$ cat config.mk
export PLATFORM = sky130hd
export DESIGN_NAME = i2c_arb_monitor
export DESIGN_NICKNAME = d
export VERILOG_FILES = /design/src/rtl/i2c_arb_pkg.sv /design/src/rtl/line_sync.sv /design/src/rtl/sample_timer.sv /design/src/rtl/bus_cond_detect.sv /design/src/rtl/arb_core.sv /design/src/rtl/i2c_arb_monitor.sv
export SDC_FILE = /design/constraint.sdc
export NUM_CORES = 1
export LEC_CHECK = 0
export BUFFER_PORTS_ARGS = -buffer_cell sky130_fd_sc_hd__buf_2
export CORE_AREA = 5 5 42 44
export CTS_CLUSTER_SIZE = 16
export DETAILED_ROUTE_END_ITERATION = 10
export DIE_AREA = 0 0 47 49
export HOLD_SLACK_MARGIN = 0.06
export PLACE_DENSITY = 0.72
export SLEW_MARGIN = 20
export SYNTH_ARGS = -nofsm -noshare
export SYNTH_HDL_FRONTEND = slang
export SYNTH_SLANG_ARGS = --single-unit
export TNS_END_PERCENT = 100
$ cat constraint.sdc
create_clock -name clk -period 1.5 [get_ports clk]
set_input_delay 0.15 -clock clk [delete_from_list [all_inputs] [get_ports clk]]
set_output_delay 0.15 -clock clk [all_outputs]
set_load 0.01 [all_outputs]
$ cat src/rtl/i2c_arb_pkg.sv
// Shared types for the arbitration monitor.
// Assumes: one bit kind is active at a time; events are single-cycle.
package i2c_arb_pkg;
    typedef enum logic [1:0] {
        BIT_NONE   = 2'd0,
        BIT_DATA   = 2'd1,
        BIT_RSTART = 2'd2,
        BIT_STOP   = 2'd3
    } bit_kind_e;

    typedef struct packed {
        logic start;
        logic stop;
    } bus_evt_t;
endpackage

$ cat src/rtl/line_sync.sv
// Multi-stage synchronizer for asynchronous line inputs.
// Assumes STAGES >= 2; the reset value matches an idle (high) bus.
module line_sync #(
    parameter int          WIDTH   = 2,
    parameter int          STAGES  = 2,
    parameter logic [WIDTH-1:0] RST_VAL = '1
) (
    input  logic             clk,
    input  logic             rst_n,
    input  logic [WIDTH-1:0] d,
    output logic [WIDTH-1:0] q
);
    localparam int TOTAL = WIDTH * STAGES;

    logic [TOTAL-1:0] chain;

    // Shift raw inputs through the synchronizing stages.
    always_ff @(posedge clk) begin
        if (!rst_n) chain <= {STAGES{RST_VAL}};
        else        chain <= {chain[TOTAL-WIDTH-1:0], d};
    end

    assign q = chain[TOTAL-1 -: WIDTH];
endmodule

$ cat src/rtl/sample_timer.sv
// Produces one sample strobe per SCL high period, SAMPLE_DLY clocks
// after the synchronized SCL rises. No strobe if SCL falls earlier.
// Assumes SAMPLE_DLY >= 1.
module sample_timer #(
    parameter int SAMPLE_DLY = 4
) (
    input  logic clk,
    input  logic rst_n,
    input  logic scl_s,
    output logic strobe
);
    localparam int CNT_SAT = SAMPLE_DLY + 1;
    localparam int CW      = $clog2(CNT_SAT + 1);

    logic [CW-1:0] cnt;
    logic          scl_q;

    // Count cycles of SCL high, saturating past the sample point.
    always_ff @(posedge clk) begin
        if (!rst_n)                     cnt <= '0;
        else if (!scl_s)                cnt <= '0;
        else if (cnt != CW'(CNT_SAT))   cnt <= cnt + 1'b1;
    end

    // Keep the previous SCL level for the assertion below.
    always_ff @(posedge clk) begin
        if (!rst_n) scl_q <= 1'b1;
        else        scl_q <= scl_s;
    end

    assign strobe = scl_s && (cnt == CW'(SAMPLE_DLY));

    a_r2_strobe_in_high: assert property (@(posedge clk) disable iff (!rst_n)
        strobe |-> (scl_s && scl_q));
    a_r2_single_strobe: assert property (@(posedge clk) disable iff (!rst_n)
        strobe |=> !strobe);
endmodule

$ cat src/rtl/bus_cond_detect.sv
// Detects START (SDA falling) and STOP (SDA rising) conditions while
// the synchronized SCL stays high. Assumes synchronized inputs.
module bus_cond_detect
    import i2c_arb_pkg::*;
(
    input  logic     clk,
    input  logic     rst_n,
    input  logic     sda_s,
    input  logic     scl_s,
    output bus_evt_t evt
);
    logic sda_d;
    logic scl_d;

    // Delay the synchronized lines by one cycle for edge detection.
    always_ff @(posedge clk) begin
        if (!rst_n) begin
            sda_d <= 1'b1;
            scl_d <= 1'b1;
        end else begin
            sda_d <= sda_s;
            scl_d <= scl_s;
        end
    end

    // Qualify SDA edges with SCL high on both cycles.
    always_comb begin
        evt.start = scl_s && scl_d && sda_d && !sda_s;
        evt.stop  = scl_s && scl_d && !sda_d && sda_s;
    end
endmodule

$ cat src/rtl/arb_core.sv
// Decides loss and illegal collisions for each transmitted bit and
// holds the sticky lost flag. Assumes strobe and events are one-cycle.
module arb_core
    import i2c_arb_pkg::*;
(
    input  logic      clk,
    input  logic      rst_n,
    input  logic      tx_active,
    input  bit_kind_e kind,
    input  logic      bit_val,
    input  logic      sda_s,
    input  logic      scl_s,
    input  logic      strobe,
    input  bus_evt_t  evt,
    input  logic      clr_lost,
    output logic      lost_pulse,
    output logic      lost_flag,
    output logic      illegal_err
);
    logic armed;
    logic illegal_seen;
    logic ctl_bit;
    logic illegal_now;
    logic loss_now;

    // Checks run only for our own transmission, before loss or error.
    assign armed   = tx_active && !lost_flag && !illegal_seen;
    assign ctl_bit = (kind == BIT_RSTART) || (kind == BIT_STOP);

    // Classify the current cycle's collision or loss.
    always_comb begin
        illegal_now = 1'b0;
        if (armed) begin
            if (kind == BIT_DATA && (evt.start || evt.stop))  illegal_now = 1'b1;
            if (ctl_bit && strobe && !sda_s)                  illegal_now = 1'b1;
            if (kind == BIT_RSTART && evt.stop)               illegal_now = 1'b1;
            if (kind == BIT_STOP && evt.start)                illegal_now = 1'b1;
        end
        loss_now = armed && (kind == BIT_DATA) && strobe && bit_val
                   && !sda_s && !illegal_now;
    end

    // Sticky lost flag: a new loss wins over any clear.
    always_ff @(posedge clk) begin
        if (!rst_n)                     lost_flag <= 1'b0;
        else if (loss_now)              lost_flag <= 1'b1;
        else if (clr_lost || evt.stop)  lost_flag <= 1'b0;
    end

    // One-cycle result pulses.
    always_ff @(posedge clk) begin
        if (!rst_n) begin
            lost_pulse  <= 1'b0;
            illegal_err <= 1'b0;
        end else begin
            lost_pulse  <= loss_now;
            illegal_err <= illegal_now;
        end
    end

    // Remember an error within the current SCL high period.
    always_ff @(posedge clk) begin
        if (!rst_n)      illegal_seen <= 1'b0;
        else if (!scl_s) illegal_seen <= 1'b0;
        else             illegal_seen <= illegal_seen || illegal_now;
    end

    a_r4_no_repulse: assert property (@(posedge clk) disable iff (!rst_n)
        lost_pulse |-> (lost_flag && !$past(lost_flag)));
    a_r5_clear_drops: assert property (@(posedge clk) disable iff (!rst_n)
        ($past(clr_lost) && !lost_pulse) |-> !lost_flag);
    a_r7_exclusive: assert property (@(posedge clk) disable iff (!rst_n)
        !(lost_pulse && illegal_err));
    a_r10_one_illegal: assert property (@(posedge clk) disable iff (!rst_n)
        illegal_err |=> !illegal_err);
endmodule

$ cat src/rtl/i2c_arb_monitor.sv
// Top of the arbitration monitor: synchronizes the lines, times the
// sample point, detects bus conditions and gates the SDA pull-down.
// Assumes at most one of the bit-kind marks is set at a time.
module i2c_arb_monitor
    import i2c_arb_pkg::*;
#(
    parameter int SYNC_STAGES = 2,
    parameter int SAMPLE_DLY  = 4
) (
    input  logic clk,
    input  logic rst_n,
    input  logic sda_in,
    input  logic scl_in,
    input  logic tx_active,
    input  logic bit_val,
    input  logic sda_oe,
    input  logic mark_data,
    input  logic mark_rstart,
    input  logic mark_stop,
    input  logic clr_lost,
    output logic sda_pull,
    output logic lost_pulse,
    output logic lost_flag,
    output logic illegal_err
);
    logic [1:0] lines_s;
    logic       sda_s;
    logic       scl_s;
    logic       strobe;
    bus_evt_t   evt;
    bit_kind_e  kind;

    line_sync #(.WIDTH(2), .STAGES(SYNC_STAGES), .RST_VAL(2'b11)) u_sync (
        .clk   (clk),
        .rst_n (rst_n),
        .d     ({sda_in, scl_in}),
        .q     (lines_s)
    );
    assign sda_s = lines_s[1];
    assign scl_s = lines_s[0];

    sample_timer #(.SAMPLE_DLY(SAMPLE_DLY)) u_timer (
        .clk    (clk),
        .rst_n  (rst_n),
        .scl_s  (scl_s),
        .strobe (strobe)
    );

    bus_cond_detect u_cond (
        .clk   (clk),
        .rst_n (rst_n),
        .sda_s (sda_s),
        .scl_s (scl_s),
        .evt   (evt)
    );

    // Decode bit-engine marks into one kind; STOP has highest priority.
    always_comb begin
        if (mark_stop)        kind = BIT_STOP;
        else if (mark_rstart) kind = BIT_RSTART;
        else if (mark_data)   kind = BIT_DATA;
        else                  kind = BIT_NONE;
    end

    arb_core u_core (
        .clk         (clk),
        .rst_n       (rst_n),
        .tx_active   (tx_active),
        .kind        (kind),
        .bit_val     (bit_val),
        .sda_s       (sda_s),
        .scl_s       (scl_s),
        .strobe      (strobe),
        .evt         (evt),
        .clr_lost    (clr_lost),
        .lost_pulse  (lost_pulse),
        .lost_flag   (lost_flag),
        .illegal_err (illegal_err)
    );

    // Release SDA once arbitration is lost.
    assign sda_pull = sda_oe && !lost_flag;

    a_r6_quiet_when_idle: assert property (@(posedge clk) disable iff (!rst_n)
        !$past(tx_active) |-> (!lost_pulse && !illegal_err));
endmodule

# Word-level counts from Yosys, hierarchy flattened
# Index checks and enable logic that the tools add are counted.
[op_classes]
add_sub_neg = 1
multipliers = 0
div_mod_pow = 0
order_cmp = 0
eq_ne = 5
shift = 0
mux = 10
n_bitwise = 0
n_reduce_logical = 30
[op_table]
columns = ["op", "count"]
rows = [
  ["$logic_and 1x1->1", 19],
  ["$mux 1", 8],
  ["$logic_not 1->1", 5],
  ["$eq 2x2->1 const B", 2],
  ["$logic_or 1x1->1", 4],
  ["$mux 2", 2],
  ["$add 3x1->3 const B", 1],
  ["$eq 3x3->1 const B", 1],
  ["$ne 3x3->1 const B", 1],
  ["$eq 2x1->1 const B", 1],
  ["$reduce_and 2->1", 1],
  ["$reduce_bool 2->1", 1],
]
[totals]
regBits = 13
latch_bits = 0
mem_bits_rw = 0
mem_bits_ro = 0
wordCells = 54
mem_count = 0

# Depth between registers and ports, before layout
[depth]
depth_word = 14
depth_mapped = 6
depth_no_buf = 6

# By module
# From an unflattened synthesis, not the netlist that was laid out.
[hier_totals]
hier_cells = 58
area_unflattened_um2 = 605.6
[modules_own_cells]
columns = ["module", "instances", "cells_per_inst", "area_per_inst_um2"]
rows = [
  ["arb_core", 1, 19, 212.7],
  ["sample_timer", 1, 19, 176.4],
  ["line_sync", 1, 10, 120.1],
  ["bus_cond_detect", 1, 6, 72.6],
  ["i2c_arb_monitor", 1, 4, 23.8],
]

# Least setup slack after synthesis
# OpenSTA, ideal clock, no wires.
[synth_path]
path_type = "reg-to-reg"
start = "reg u_core.lost_flag"
end = "reg u_core.lost_flag"
arrival_ns = 1.228
required_time_ns = 1.441
path_slack_ns = 0.212
path_stages_with_launch = 4
n_path_buf = 0
synth_period_minus_slack_ns = 1.288
cell_sequence = "dfxtp_1 > or4b_4 > nor4_4 > a41o_1"
[synth_via]
elab_chain_cells = 9
elab_cells_between_ends = 12
classes_between = "mux (2); reduce/logical (10)"
[synth_rtl]
columns = ["item", "line", "text"]
rows = [
  ["start: declaration", "arb_core.sv:17", "output logic lost_flag,"],
  ["start signal: assignment", "arb_core.sv:45", "if (!rst_n) lost_flag <= 1'b0;"],
  ["start signal: assignment", "arb_core.sv:46", "else if (loss_now) lost_flag <= 1'b1;"],
  ["start signal: assignment", "arb_core.sv:47", "else if (clr_lost || evt.stop) lost_flag <= 1'b0;"],
  ["$logic_not 1->1 *", "arb_core.sv:27", "assign armed = tx_active && !lost_flag && !illegal_seen;"],
  ["$logic_and 1x1->1 * (2 in a row)", "arb_core.sv:27", ""],
  ["$logic_and 1x1->1 (3 in a row)", "arb_core.sv:39", "loss_now = armed && (kind == BIT_DATA) && strobe && bit_val"],
  ["$logic_and 1x1->1", "arb_core.sv:40", "&& !sda_s && !illegal_now;"],
  ["$logic_and 1x1->1 *", "arb_core.sv:40", ""],
  ["$mux 1 or $reduce_bool 2->1 (tied branches)", "n/a", ""],
]
# Every way passes the cells marked *; elsewhere a longest branch is shown, timed or not.
# A chain may end at the register's enable or synchronous reset.

# Final worst setup path
# Same ends and word-level chain as after synthesis.

==> flow_metrics.tcl <==
set metrics [dict create \
    period_share_pct 89.1 \
    cp_max_fo 5 \
    cts_tree "built" \
    cts-htree-levels 1 \
    synth-main-ff-cell "dfxtp_1" \
    cts_sinks 13 \
    fin_util_pct 49.6 \
    antenna_found_initial 0 \
    rsz0062_at_grt "no" \
    grt_pass1_wl_mm 1.74 \
    final_layout_size_suffix_gt1_share_pct 28.6 \
    coreArea_um2 1400 \
    final_max_slew_viol_count 0 \
    gp_congestion 0.816 \
    avgSynthCellArea_um2 9.79 \
    min_delay_path_depth 2 \
    reg2reg_depth 3 \
    peakVddDrop_mv 0.550 \
    yosysSeqAreaShare_pct 45.8 \
    critPathBufInv 0 \
    cp_top_family "simple AND/OR/NAND/NOR gates" \
    rrSetupSlack_ns 0.16 \
    fin_tns_setup_ns 0 \
    seq_area_um2 260 \
    portBuffers 14 \
    cap_violations 0 \
    fillerInstances 142 \
    power.static_leakage_nw 0.324 \
    async_flop_share_pct 0 \
    wl_per_cell_um 11.1 \
    nets 92 \
    cts_buffers 3 \
    synth_cell_type_count 23 \
    die_area_um2 2300 \
    fin_crit_ns 1.34 \
    cts.path.max_buffers 2 \
    gr-total-overflow 0 \
    area_growth_pct 22.2 \
    ant_nets 0 \
    ys_ff_latch 13 \
    diodes 0 \
    drtPass1Iterations 4 \
    syn_inst 58 \
    worstPathArrival_ns 1.55 \
    finalSetupViolations 0 \
    holdCritPathClass "in -> reg" \
    num_rows 14 \
    min_from "scl_in" \
    fin_area_um2 694 \
    endpoint_kind "register" \
    yosysWarnings 0 \
    max_freq_ghz 0.749 \
    critPathLaunchType "register" \
    status "finished clean" \
    vias_per_cell 4.84 \
    finClkSkew_ns 0.00157 \
    p_per_area_nw_per_um2 943 \
    crit_chain "or4b_4, nor4_4, a41o_1" \
    place_area_um2 658 \
    hold_violations 0 \
    worstPathRequired_ns 1.72 \
    synth_edf_count 0 \
    hpwl_um 826 \
    clock_latency_ns 0.27 \
    start_util_pct 40.5 \
    routed_wl_mm 1.03 \
    cts.clk_slew.worst_paths_ns 0.08 \
    setup.worst_path.class "reg -> reg" \
    syn_area_um2 568 \
    cp_slowest_stage_delay_ns 0.56 \
    die_x_um 47 \
    vias 450 \
    multi_input_area_um2 282 \
    regToRegStartpoint "u_core.lost_flag" \
    worstMarginPinSlew_ns 0.273 \
    slew_headroom_pct 81.5 \
    grt_max_degree 10 \
    die_h_um 49 \
    whs_ns 0.0681 \
    worstHoldEndpoint "u_sync.chain[0]" \
    grt_pass1_vias 422 \
    grt.total_usage_pct 10.4 \
    ios 15 \
    worstReg2RegEnd "u_core.lost_flag" \
    cts_root_buf "clkbuf_4" \
    synth_fp_nets 72 \
    drt_iter0_drc 8 \
    cp_slowest_cell "or4b_4" \
    drc_errors 0 \
]
[Yosys cell counts, drive strengths merged (2+ instances only)]
cell type	instances	area share [%]
nand2	6	4.0
nand3	2	1.8
inv	5	3.3
o41ai	2	3.1
nor2	4	2.6
dfxtp	13	46
nor2b	3	3.3
or2b	5	6.6
ha	3	6.6
a21oi	2	1.8
[power breakdown]
group	switching (mW)	internal [mW]	leakage (nW)
Sequential	0.0113	0.360	0.107
Clock	0.106	0.103	0.0150
Combinational	0.0352	0.0392	0.202
[logic make-up (layout without fill, tap and decap cells)]
logic type               after synthesis  after routing  share of synthesized area (%)
AO/OA/AOI/OAI                          6              6                           8.59
AND/OR/NAND/NOR                       29             29                           32.8
adder cells (fa/ha/maj)                3              3                           6.61
buffers and inverters                  6             25                           4.63
XOR/XNOR                               1              1                           1.54
flip-flops                            13             13                           45.8
[worst reg2reg max path, delay by kind of cell (launching register included)]
kind            cells  cell delay (ns)
simple gates        2             0.81
flops               1             0.35
compound gates      1             0.12
[cells in the final DEF, fill, tap and decap left out, drive strengths merged]
cell type / instances
and2: 1
inv: 5
a21oi: 2
or2b: 5
a41o: 1
xnor2: 1
nand2: 6
nand3: 2
nor3b: 1
nor2b: 3
o221a: 1
or2: 1
or4b: 1
dlygate4sd3: 1
nor4: 1
nor3: 1
dfxtp: 13
nand4b: 1
ha: 3
o41ai: 2
or3: 1
nor2: 4
nand3b: 1
clkbuf: 4
buf: 15
[worst max path at each step]
stage                           from             endpoint  slack, ns  cells past startpoint
global placement    u_core.lost_flag     u_core.lost_flag       0.19                      3
global route          u_timer.cnt[0]  u_core.illegal_seen       0.04                      6
finish              u_core.lost_flag     u_core.lost_flag       0.16                      3
floorplan           u_core.lost_flag     u_core.lost_flag       0.21                      3
detailed placement  u_core.lost_flag     u_core.lost_flag       0.18                      3
CTS                 u_core.lost_flag     u_core.lost_flag       0.16                      3
[layer usage]
layer,track usage (%),share of wire (%)
met1,11.8,42
met2,16.5,49
met3,4.43,7.8
met4,4.15,1.2
met5,0,0
[area by class of cell]
class	count	area share, %
clock buffers	4	3.78
inverters	5	2.70
multi-input cells	39	40.5
flip-flops and latches	13	37.5
well taps	16	2.88
repair buffers	16	12.6
[sequential cells by signal (all words and copies together) (netlist names)]
signal / count
u_core.illegal_seen: 1
u_core.lost_flag: 1
u_core.lost_pulse: 1
u_sync.chain: 4
u_cond.sda_d: 1
u_core.illegal_err: 1
u_cond.scl_d: 1
u_timer.cnt: 3
[per-stage QoR]
stage / power (mW) / setup WS, ns / instances
6_report: 0.655 / 0.164 / 93
5_1_grt: 0.695 / 0.0385 / 93
4_1_cts: 0.661 / 0.162 / 92
3_5_place_dp: 0.452 / 0.179 / 88
3_3_place_gp: 0.449 / 0.187 / 88
2_1_floorplan: 0.425 / 0.212 / 58
[timing repair]
item | in CTS | in global routing
resized for setup | 0 | 0
setup buffers | 0 | 0
endpoints found under the hold margin | 0 | 1
hold buffers | 0 | 1
(Power assumes the default switching activity.)
